===== config.mk =====
export PLATFORM = sky130hd
export DESIGN_NAME = dsr_status_top
export DESIGN_NICKNAME = d
export VERILOG_FILES = /design/src/rtl/dsr_pkg.sv /design/src/rtl/dsr_bus_decode.sv /design/src/rtl/dsr_flag_bank.sv /design/src/rtl/dsr_read_view.sv /design/src/rtl/dsr_status_top.sv
export SDC_FILE = /design/constraint.sdc
export NUM_CORES = 1
export LEC_CHECK = 0
export ABC_AREA = 1
export BUFFER_PORTS_ARGS = -buffer_cell sky130_fd_sc_hd__buf_4
export CAP_MARGIN = 20
export CELL_PAD_IN_SITES_DETAIL_PLACEMENT = 0
export CELL_PAD_IN_SITES_GLOBAL_PLACEMENT = 1
export CORE_MARGIN = 5
export CORE_UTILIZATION = 19
export CTS_CLUSTER_DIAMETER = 30
export DETAILED_ROUTE_END_ITERATION = 6
export GPL_TIMING_DRIVEN = 0
export HOLD_SLACK_MARGIN = 0.03
export PLACE_DENSITY_LB_ADDON = 0.1
export SYNTH_ARGS = -nofsm -noshare
export SYNTH_HDL_FRONTEND = slang
export SYNTH_SLANG_ARGS = --single-unit

===== constraint.sdc =====
create_clock -name clk -period 1.9 [get_ports clk]
set_clock_uncertainty 0.05 [all_clocks]
set_input_delay 0.19 -clock clk [delete_from_list [all_inputs] [get_ports clk]]
set_output_delay 0.19 -clock clk [all_outputs]
set_load 0.05 [all_outputs]

===== src/rtl/dsr_pkg.sv =====
package dsr_pkg;

    localparam int unsigned DSR_NCPU  = 2;
    localparam int unsigned DATA_W    = 32;
    localparam int unsigned CRST_BASE = 8;
    localparam int unsigned BOOT_BASE = 16;

    // Packed so bit 0 is the done flag, bit 3 the protection-error flag.
    typedef struct packed {
        logic [DSR_NCPU-1:0] boot_ext;
        logic [DSR_NCPU-1:0] rst_ext;
        logic                perr;
        logic                berr;
        logic                fail;
        logic                done;
    } dsr_flags_t;

    localparam int unsigned FLAG_W = $bits(dsr_flags_t);

    typedef enum logic [1:0] {
        ACC_NONE   = 2'd0,
        ACC_STATUS = 2'd1,
        ACC_CMD    = 2'd2,
        ACC_BAD    = 2'd3
    } dsr_target_e;

    function automatic logic [DATA_W-1:0] flags_to_word(input dsr_flags_t f);
        logic [DATA_W-1:0] w;
        w    = '0;
        w[0] = f.done;
        w[1] = f.fail;
        w[2] = f.berr;
        w[3] = f.perr;
        for (int i = 0; i < DSR_NCPU; i++) begin
            w[CRST_BASE+i] = f.rst_ext[i];
            w[BOOT_BASE+i] = f.boot_ext[i];
        end
        return w;
    endfunction

    function automatic dsr_flags_t word_to_flags(input logic [DATA_W-1:0] w);
        dsr_flags_t f;
        f.done = w[0];
        f.fail = w[1];
        f.berr = w[2];
        f.perr = w[3];
        for (int i = 0; i < DSR_NCPU; i++) begin
            f.rst_ext[i]  = w[CRST_BASE+i];
            f.boot_ext[i] = w[BOOT_BASE+i];
        end
        return f;
    endfunction

    // Read-time shaping of the per-CPU flags; stored state is untouched.
    function automatic dsr_flags_t apply_view(input dsr_flags_t f,
                                              input logic [DSR_NCPU-1:0] present,
                                              input logic ap_dis);
        dsr_flags_t v;
        v = f;
        for (int i = 0; i < DSR_NCPU; i++) begin
            if (!present[i]) begin
                v.rst_ext[i]  = 1'b1;
                v.boot_ext[i] = 1'b1;
            end else if (ap_dis) begin
                v.rst_ext[i]  = 1'b0;
                v.boot_ext[i] = 1'b0;
            end
        end
        return v;
    endfunction

endpackage


===== src/rtl/dsr_bus_decode.sv =====
module dsr_bus_decode
    import dsr_pkg::*;
#(
    parameter int unsigned ADDR_W   = 12,
    parameter logic [ADDR_W-1:0] STAT_OFS = 12'h100,
    parameter logic [ADDR_W-1:0] CMD_OFS  = 12'h000,
    parameter int unsigned CMD_W    = 4,
    parameter int unsigned CMD_MAX  = 7
) (
    input  logic              sel,
    input  logic              wr,
    input  logic [ADDR_W-1:0] addr,
    input  logic [DATA_W-1:0] wdata,
    input  logic              wp,
    output dsr_target_e       target,
    output dsr_flags_t        clr_mask,
    output logic              perr_evt,
    output logic              cmd_fire,
    output logic [CMD_W-1:0]  cmd_val
);

    logic             wr_ok;
    logic             cmd_bad;
    logic [CMD_W-1:0] code;

    always_comb begin
        if (!sel)                  target = ACC_NONE;
        else if (addr == STAT_OFS) target = ACC_STATUS;
        else if (addr == CMD_OFS)  target = ACC_CMD;
        else                       target = ACC_BAD;
    end

    assign code    = wdata[CMD_W-1:0];
    assign wr_ok   = sel && wr && !wp;
    assign cmd_bad = wr_ok && (target == ACC_CMD) && (int'(code) > CMD_MAX);

    assign clr_mask = (wr_ok && target == ACC_STATUS) ? word_to_flags(wdata) : '0;
    assign perr_evt = (target == ACC_BAD) || (sel && wr && wp) || cmd_bad;
    assign cmd_fire = wr_ok && (target == ACC_CMD) && !cmd_bad;
    assign cmd_val  = code;

endmodule


===== src/rtl/dsr_flag_bank.sv =====
module dsr_flag_bank #(
    parameter int unsigned WIDTH = 8
) (
    input  logic             clk,
    input  logic             rst,
    input  logic [WIDTH-1:0] set_vec,
    input  logic [WIDTH-1:0] clr_vec,
    output logic [WIDTH-1:0] q
);

    for (genvar i = 0; i < WIDTH; i++) begin : g_cell
        always_ff @(posedge clk) begin
            if (rst)             q[i] <= 1'b0;
            else if (set_vec[i]) q[i] <= 1'b1;
            else if (clr_vec[i]) q[i] <= 1'b0;
        end

        a_r5_set_beats_clear: assert property (@(posedge clk) disable iff (rst)
            set_vec[i] |=> q[i]);
        a_r4_clear_takes: assert property (@(posedge clk) disable iff (rst)
            (clr_vec[i] && !set_vec[i]) |=> !q[i]);
        a_r2_sticky_hold: assert property (@(posedge clk) disable iff (rst)
            (!set_vec[i] && !clr_vec[i]) |=> $stable(q[i]));
    end

endmodule


===== src/rtl/dsr_read_view.sv =====
module dsr_read_view
    import dsr_pkg::*;
(
    input  logic                clk,
    input  logic                rst,
    input  dsr_target_e         target,
    input  logic                rd,
    input  dsr_flags_t          stored,
    input  logic [DSR_NCPU-1:0] present,
    input  logic                ap_dis,
    output logic [DATA_W-1:0]   rdata
);

    dsr_flags_t shown;

    assign shown = apply_view(stored, present, ap_dis);
    assign rdata = (rd && target == ACC_STATUS) ? flags_to_word(shown) : '0;

    for (genvar x = 0; x < DSR_NCPU; x++) begin : g_chk
        a_r6_absent_reads_one: assert property (@(posedge clk) disable iff (rst)
            (rd && target == ACC_STATUS && !present[x])
                |-> (rdata[CRST_BASE+x] && rdata[BOOT_BASE+x]));
        a_r7_disable_reads_zero: assert property (@(posedge clk) disable iff (rst)
            (rd && target == ACC_STATUS && present[x] && ap_dis)
                |-> (!rdata[CRST_BASE+x] && !rdata[BOOT_BASE+x]));
    end

endmodule


===== src/rtl/dsr_status_top.sv =====
module dsr_status_top
    import dsr_pkg::*;
#(
    parameter int unsigned ADDR_W   = 12,
    parameter logic [ADDR_W-1:0] STAT_OFS = 12'h100,
    parameter logic [ADDR_W-1:0] CMD_OFS  = 12'h000,
    parameter int unsigned CMD_W    = 4,
    parameter int unsigned CMD_MAX  = 7
) (
    input  logic                clk,
    input  logic                rst,
    input  logic                bus_sel,
    input  logic                bus_wr,
    input  logic [ADDR_W-1:0]   bus_addr,
    input  logic [DATA_W-1:0]   bus_wdata,
    output logic [DATA_W-1:0]   bus_rdata,
    input  logic                wr_protect,
    input  logic                ev_op_done,
    input  logic                ev_op_fail,
    input  logic                ev_bus_err,
    input  logic [DSR_NCPU-1:0] ev_coldplug,
    input  logic [DSR_NCPU-1:0] cpu_present,
    input  logic                ap_disable,
    output logic                cmd_strobe,
    output logic [CMD_W-1:0]    cmd_code
);

    dsr_target_e target;
    dsr_flags_t  clr_mask;
    dsr_flags_t  set_mask;
    dsr_flags_t  stored;
    logic        perr_evt;
    logic [FLAG_W-1:0] q_vec;

    dsr_bus_decode #(
        .ADDR_W  (ADDR_W),
        .STAT_OFS(STAT_OFS),
        .CMD_OFS (CMD_OFS),
        .CMD_W   (CMD_W),
        .CMD_MAX (CMD_MAX)
    ) u_dec (
        .sel     (bus_sel),
        .wr      (bus_wr),
        .addr    (bus_addr),
        .wdata   (bus_wdata),
        .wp      (wr_protect),
        .target  (target),
        .clr_mask(clr_mask),
        .perr_evt(perr_evt),
        .cmd_fire(cmd_strobe),
        .cmd_val (cmd_code)
    );

    always_comb begin
        set_mask          = '0;
        set_mask.done     = ev_op_done;
        set_mask.fail     = ev_op_fail;
        set_mask.berr     = ev_bus_err;
        set_mask.perr     = perr_evt;
        set_mask.rst_ext  = ev_coldplug;
        set_mask.boot_ext = ev_coldplug;
    end

    dsr_flag_bank #(.WIDTH(FLAG_W)) u_bank (
        .clk    (clk),
        .rst    (rst),
        .set_vec(set_mask),
        .clr_vec(clr_mask),
        .q      (q_vec)
    );

    assign stored = dsr_flags_t'(q_vec);

    dsr_read_view u_view (
        .clk    (clk),
        .rst    (rst),
        .target (target),
        .rd     (!bus_wr),
        .stored (stored),
        .present(cpu_present),
        .ap_dis (ap_disable),
        .rdata  (bus_rdata)
    );

    a_r8_protected_write_flags: assert property (@(posedge clk) disable iff (rst)
        (bus_sel && bus_wr && wr_protect) |=> stored.perr);
    a_r8_protected_no_strobe: assert property (@(posedge clk) disable iff (rst)
        wr_protect |-> !cmd_strobe);
    a_r9_bad_offset_flags: assert property (@(posedge clk) disable iff (rst)
        (bus_sel && bus_addr != STAT_OFS && bus_addr != CMD_OFS) |=> stored.perr);
    a_r10_strobe_code_legal: assert property (@(posedge clk) disable iff (rst)
        cmd_strobe |-> (int'(cmd_code) <= CMD_MAX));
    a_r3_coldplug_both: assert property (@(posedge clk) disable iff (rst)
        (ev_coldplug != '0) |=> ((stored.rst_ext & $past(ev_coldplug)) == $past(ev_coldplug)
                                 && (stored.boot_ext & $past(ev_coldplug)) == $past(ev_coldplug)));

endmodule


## After elaboration in Yosys (flattened, before gate mapping)

Cells that the tools add are included.
W data, S select, Z words.

| operators by class | value |
|---|---|
| eq/ne operators | 4 |
| reduce and logical (&&, ||, !) cells | 22 |
| multiplexer cells | 29 |
| $add $sub $neg | 0 |
| $lt $le $gt $ge | 1 |
| shift operators | 0 |
| multipliers | 0 |
| divide/modulo/power cells | 0 |
| bitwise logic cells | 0 |

Operators by type and width:

| cell | number |
|---|---|
| $mux W1 | 25 |
| $mux W18 | 1 |
| $reduce_bool A2 Y1 | 8 |
| $eq A12 B9 Y1 const B | 1 |
| $logic_not A12 Y1 | 1 |
| $logic_and A1 B1 Y1 | 8 |
| $mux W8 | 1 |
| $eq A2 B2 Y1 const B | 2 |
| $gt A4 B3 Y1 const B | 1 |
| $mux W2 | 2 |
| $logic_not A1 Y1 | 3 |
| $eq A2 B1 Y1 const B | 1 |
| $logic_or A1 B1 Y1 | 2 |

| storage, ports and cells | value |
|---|---|
| bits of input ports | 57 |
| memories | 0 |
| bits in latches | 0 |
| bits in read-only memories | 0 |
| RAM bits | 0 |
| register bits | 8 |
| logic and storage cells | 64 |

## Longest topological paths before layout

| logic depth | value |
|---|---|
| word-level depth | 9 |
| gate-level depth with buffers | 9 |
| gate-level depth less buffers | 9 |

## Cells and area by module

Synthesis repeated with hierarchy kept, for this count alone.

| unflattened totals | value |
|---|---|
| cells, all modules | 142 |
| area total of the unflattened synthesis | 849.6 um2 |

Modules (own cells, without submodules):

| module | cells each | instances | seq. area each (um2) | area an instance (um2) |
|---|---|---|---|---|
| dsr_flag_bank | 41 | 1 | 160.2 | 331.6 |
| dsr_read_view | 53 | 1 | 0.0 | 295.3 |
| dsr_bus_decode | 47 | 1 | 0.0 | 219.0 |
| dsr_status_top | 1 | 1 | 0.0 | 3.8 |

## Least setup slack after synthesis

Ideal clock, no wire load.

| path | value |
|---|---|
| path type | input port to output port |
| start point | input bus_addr[3] |
| end point | output bus_rdata[0] |
| data required time | 1660 ps |
| data arrival time | 1509 ps |
| stages on the path | 7 |
| slack | 151 ps |
| buffers on the path | 0 |
| cell sequence | nor2_1 -> nand2_1 -> nor2_4 -> nand2_1 -> inv_2 -> nand3b_2 -> nor2_1 |

| on the way | value |
|---|---|
| word-level cells in the longest chain between the ends | 7 |

RTL lines:

| element | line | RTL |
|---|---|---|
| start: declaration | dsr_status_top.sv:14 | `input logic [ADDR_W-1:0] bus_addr,` |
| $logic_not A12 Y1 | dsr_bus_decode.sv:29 | `else if (addr == CMD_OFS) target = ACC_CMD;` |
| $mux W1 | dsr_bus_decode.sv:29 |  |
| $mux W2 * | dsr_bus_decode.sv:28 | `else if (addr == STAT_OFS) target = ACC_STATUS;` |
| $mux W2 * | dsr_bus_decode.sv:27 | `if (!sel) target = ACC_NONE;` |
| $eq A2 B1 Y1 * | dsr_read_view.sv:17 | `assign rdata = (rd && target == ACC_STATUS) ? flags_to_word(shown) : '0;` |
| $logic_and A1 B1 Y1 * | dsr_read_view.sv:17 |  |
| $mux W18 * | dsr_read_view.sv:17 |  |
| end: declaration | dsr_status_top.sv:16 | `output logic [DATA_W-1:0] bus_rdata,` |

Every way passes the cells marked *; elsewhere a longest branch is shown, timed or not.

## Worst setup path in the final report

| path | value |
|---|---|
| start point | input bus_addr[10] |
| end point | output bus_rdata[9] |

The elaborated chain is that of the path after synthesis.

==> flow_summary.ini <==
[synth]
synth_seq_cells = 8
avgSynthCellArea_um2 = 6.411
yosysUniqueCellTypes = 17
synth_edf_count = 0
synthFlopType = dfxtp_1
synth-async-reset-ratio = 0
synth_area_um2 = 724.4
synth_seq_area_share = 0.2211
ys_warn_count = 0
netlist_instances = 113

[drt]
drtAntennaViolNets = 0
vias = 822
vias_per_cell = 3.558
drc = 0
wl_per_cell_um = 9.009
drtIter0Drc = 17
wirelength_mm = 2.081
dr.pass1.iters = 4

[layout]
top_regs = u_bank.q: 8 flops
final_common_cell = buf_4
largest_reg_flops = 8
num-nets-final = 242
final.fill_count = 426
layout_common_cells = 72 x buf_4, 24 x conb_1, 19 x nor2_1, 13 x inv_1, 13 x nand2_1
num_antenna_cells = 0
drive_above_1_share = 0.4481
syn2layout_area_growth_pct = 72.71
top_register = u_bank.q

[floorplan]
num_rows = 22
boundaryPins = 94
die_area_um2 = 5148
start_util = 0.1964
die_w_um = 71.75
core_area_um2 = 3689
die_y_um = 71.75

[global_route]
grt_max_degree = 10
gr-usage-all-layers = 0.08199
gr-total-overflow = 0
antenna_found_initial = 0
first_global_vias = 830
grt_pass1_wl_mm = 3.429

[sta]
rsz0062_at_grt = no
setup_violations = 0
setup-tns-final_ns = 0
finalCritPeriodShare = 0.8570
finalHoldViolCount = 0
final.setup.worst_slack_ns = 0.2716
maxSlewViolCount = 0
fin_crit_ns = 1.628
clock.fmax_mhz = 614.1

[placement]
dpl_worst_slack_ns = 0.1539
place.detailed.hpwl_mm = 1.811
gp_congestion = 0.7025
io_buffers = 44

[setup_path]
arrival_ns = 1.39
cp_slowest_cell = buf_4
start_kind = input port
slowest_delay_ns = 0.21
reg2reg_slack_ns = 1.18
cp.depth = 9
r2r_cells = 4
cp_top_family = simple AND/OR/NAND/NOR gates
timing.rr.end = u_bank.q[3]$_SDFFE_PP0P_
cp.required_ns = 1.66
crit_buf_inv = 4
endpoint_kind = output port
startpoint = bus_addr[10]
r2r_start = u_bank.q[3]$_SDFFE_PP0P_
path_max_fanout = 8
crit_chain = buf_4 -> inv_1 -> nand2_1 -> nor2_1 -> nand2_1 -> inv_2 -> nand3b_4 -> nor2_1 -> buf_4
path_class = in -> out

[clocking]
cts_tree = done
clockBufferDepth = 2
cts.sinks = 8
postCtsSetupBuffers = 0
clkTransAtPathRegs_ns = 0.04
clkLatencyLatePin_ns = 0.22
ctsHoldBuffers = 0
cts_buffers = 3
cts_max_level = 1
cts_root_buffer = clkbuf_8
post_cts_resized = 0

[pwr]
p_leak_nw = 0.7277
cellPowerDensity_nw_per_um2 = 523.8
vdd_drop_max_mv = 0.3872

[min_path]
hp-start = ev_op_fail
min_path_cells = 3
min_path_type = in -> reg
hold_end = u_bank.q[1]$_SDFFE_PP0P_

[status]
status = finished clean

[job]
max-cap-violations = 0
## cell usage after synthesis (2+ instances only)
master | count | share of area
buf_4 | 28 | 0.29
a21oi_1 | 11 | 0.076
inv_1 | 13 | 0.067
dfxtp_1 | 8 | 0.22
nand2_1 | 13 | 0.067
nand3_1 | 10 | 0.069
nor2_4 | 2 | 0.031
nor2_1 | 19 | 0.098
## worst max-delay path by stage
stage / endpoint / slack (ns)
after floorplan: bus_rdata[0] / 0.15
after global placement: bus_rdata[3] / 0.15
after detailed placement: bus_rdata[3] / 0.15
after CTS: bus_rdata[3] / 0.15
after global routing: bus_rdata[1] / 0.05
final: bus_rdata[9] / 0.27
## worst reg2reg max path: stages, from the launching register on
cell and delay [ns]:
dfxtp_1 0.30, nand2_1 0.06, nand3_1 0.06, nor2_1 0.08
nor2_1 0.04
## per-layer routing
| layer | GRT usage | vias up | part of all wire | routed length (µm) |
|---|---|---|---|---|
| li1 | - | 440 | - | - |
| met2 | 0.1582 | 34 | 0.55 | 1151 |
| met3 | 0.02945 | 2 | 0.082 | 170 |
| met4 | 0.01879 | 0 | 0.0082 | 17 |
| met1 | 0.08299 | 346 | 0.36 | 741 |
| met5 | 0 | - | 0 | 0 |
## per-stage QoR
| stage | utilization | hold slack [ns] | instance area (µm²) | cells | power, W |
|---|---|---|---|---|---|
| 2_1_floorplan | - | 0.2574 | 810.8 | 136 | 0.0003889 |
| 4_1_cts | 0.3368 | 0.1185 | 1242 | 231 | 0.0006655 |
| 5_1_grt | 0.3392 | 0.1307 | 1251 | 231 | 0.0006959 |
| 3_3_place_gp | 0.3256 | 0.3440 | 1201 | 228 | 0.0004556 |
| 6_report | 0.3392 | 0.1236 | 1251 | 231 | 0.0006553 |
| 3_5_place_dp | 0.3256 | 0.3547 | 1201 | 228 | 0.0004586 |
## cells by family after synthesis
group,count (synthesis),share of synthesized area
simple gates,49,0.3144
flops,8,0.2211
buf+inv,43,0.3679
compound gates,12,0.09153
other cells,1,0.005176
## report_power, final
group	internal (W)	switching, W
Clock	0.000137	0.0000612
Sequential	0.000181	0.00000586
Combinational	0.000102	0.000168
Total	0.000420	0.000236
## layout make-up
class,count,area [µm²],area share
buffer,29,214.0,0.1710
sequential,8,160.2,0.1280
timing repair buffer,44,330.3,0.2640
inverter,14,52.55,0.04200
tap,48,60.06,0.04800
clock buffer,3,41.29,0.03300
multi-input combinational,85,392.9,0.3140
Power figures use the tool's default switching activity.
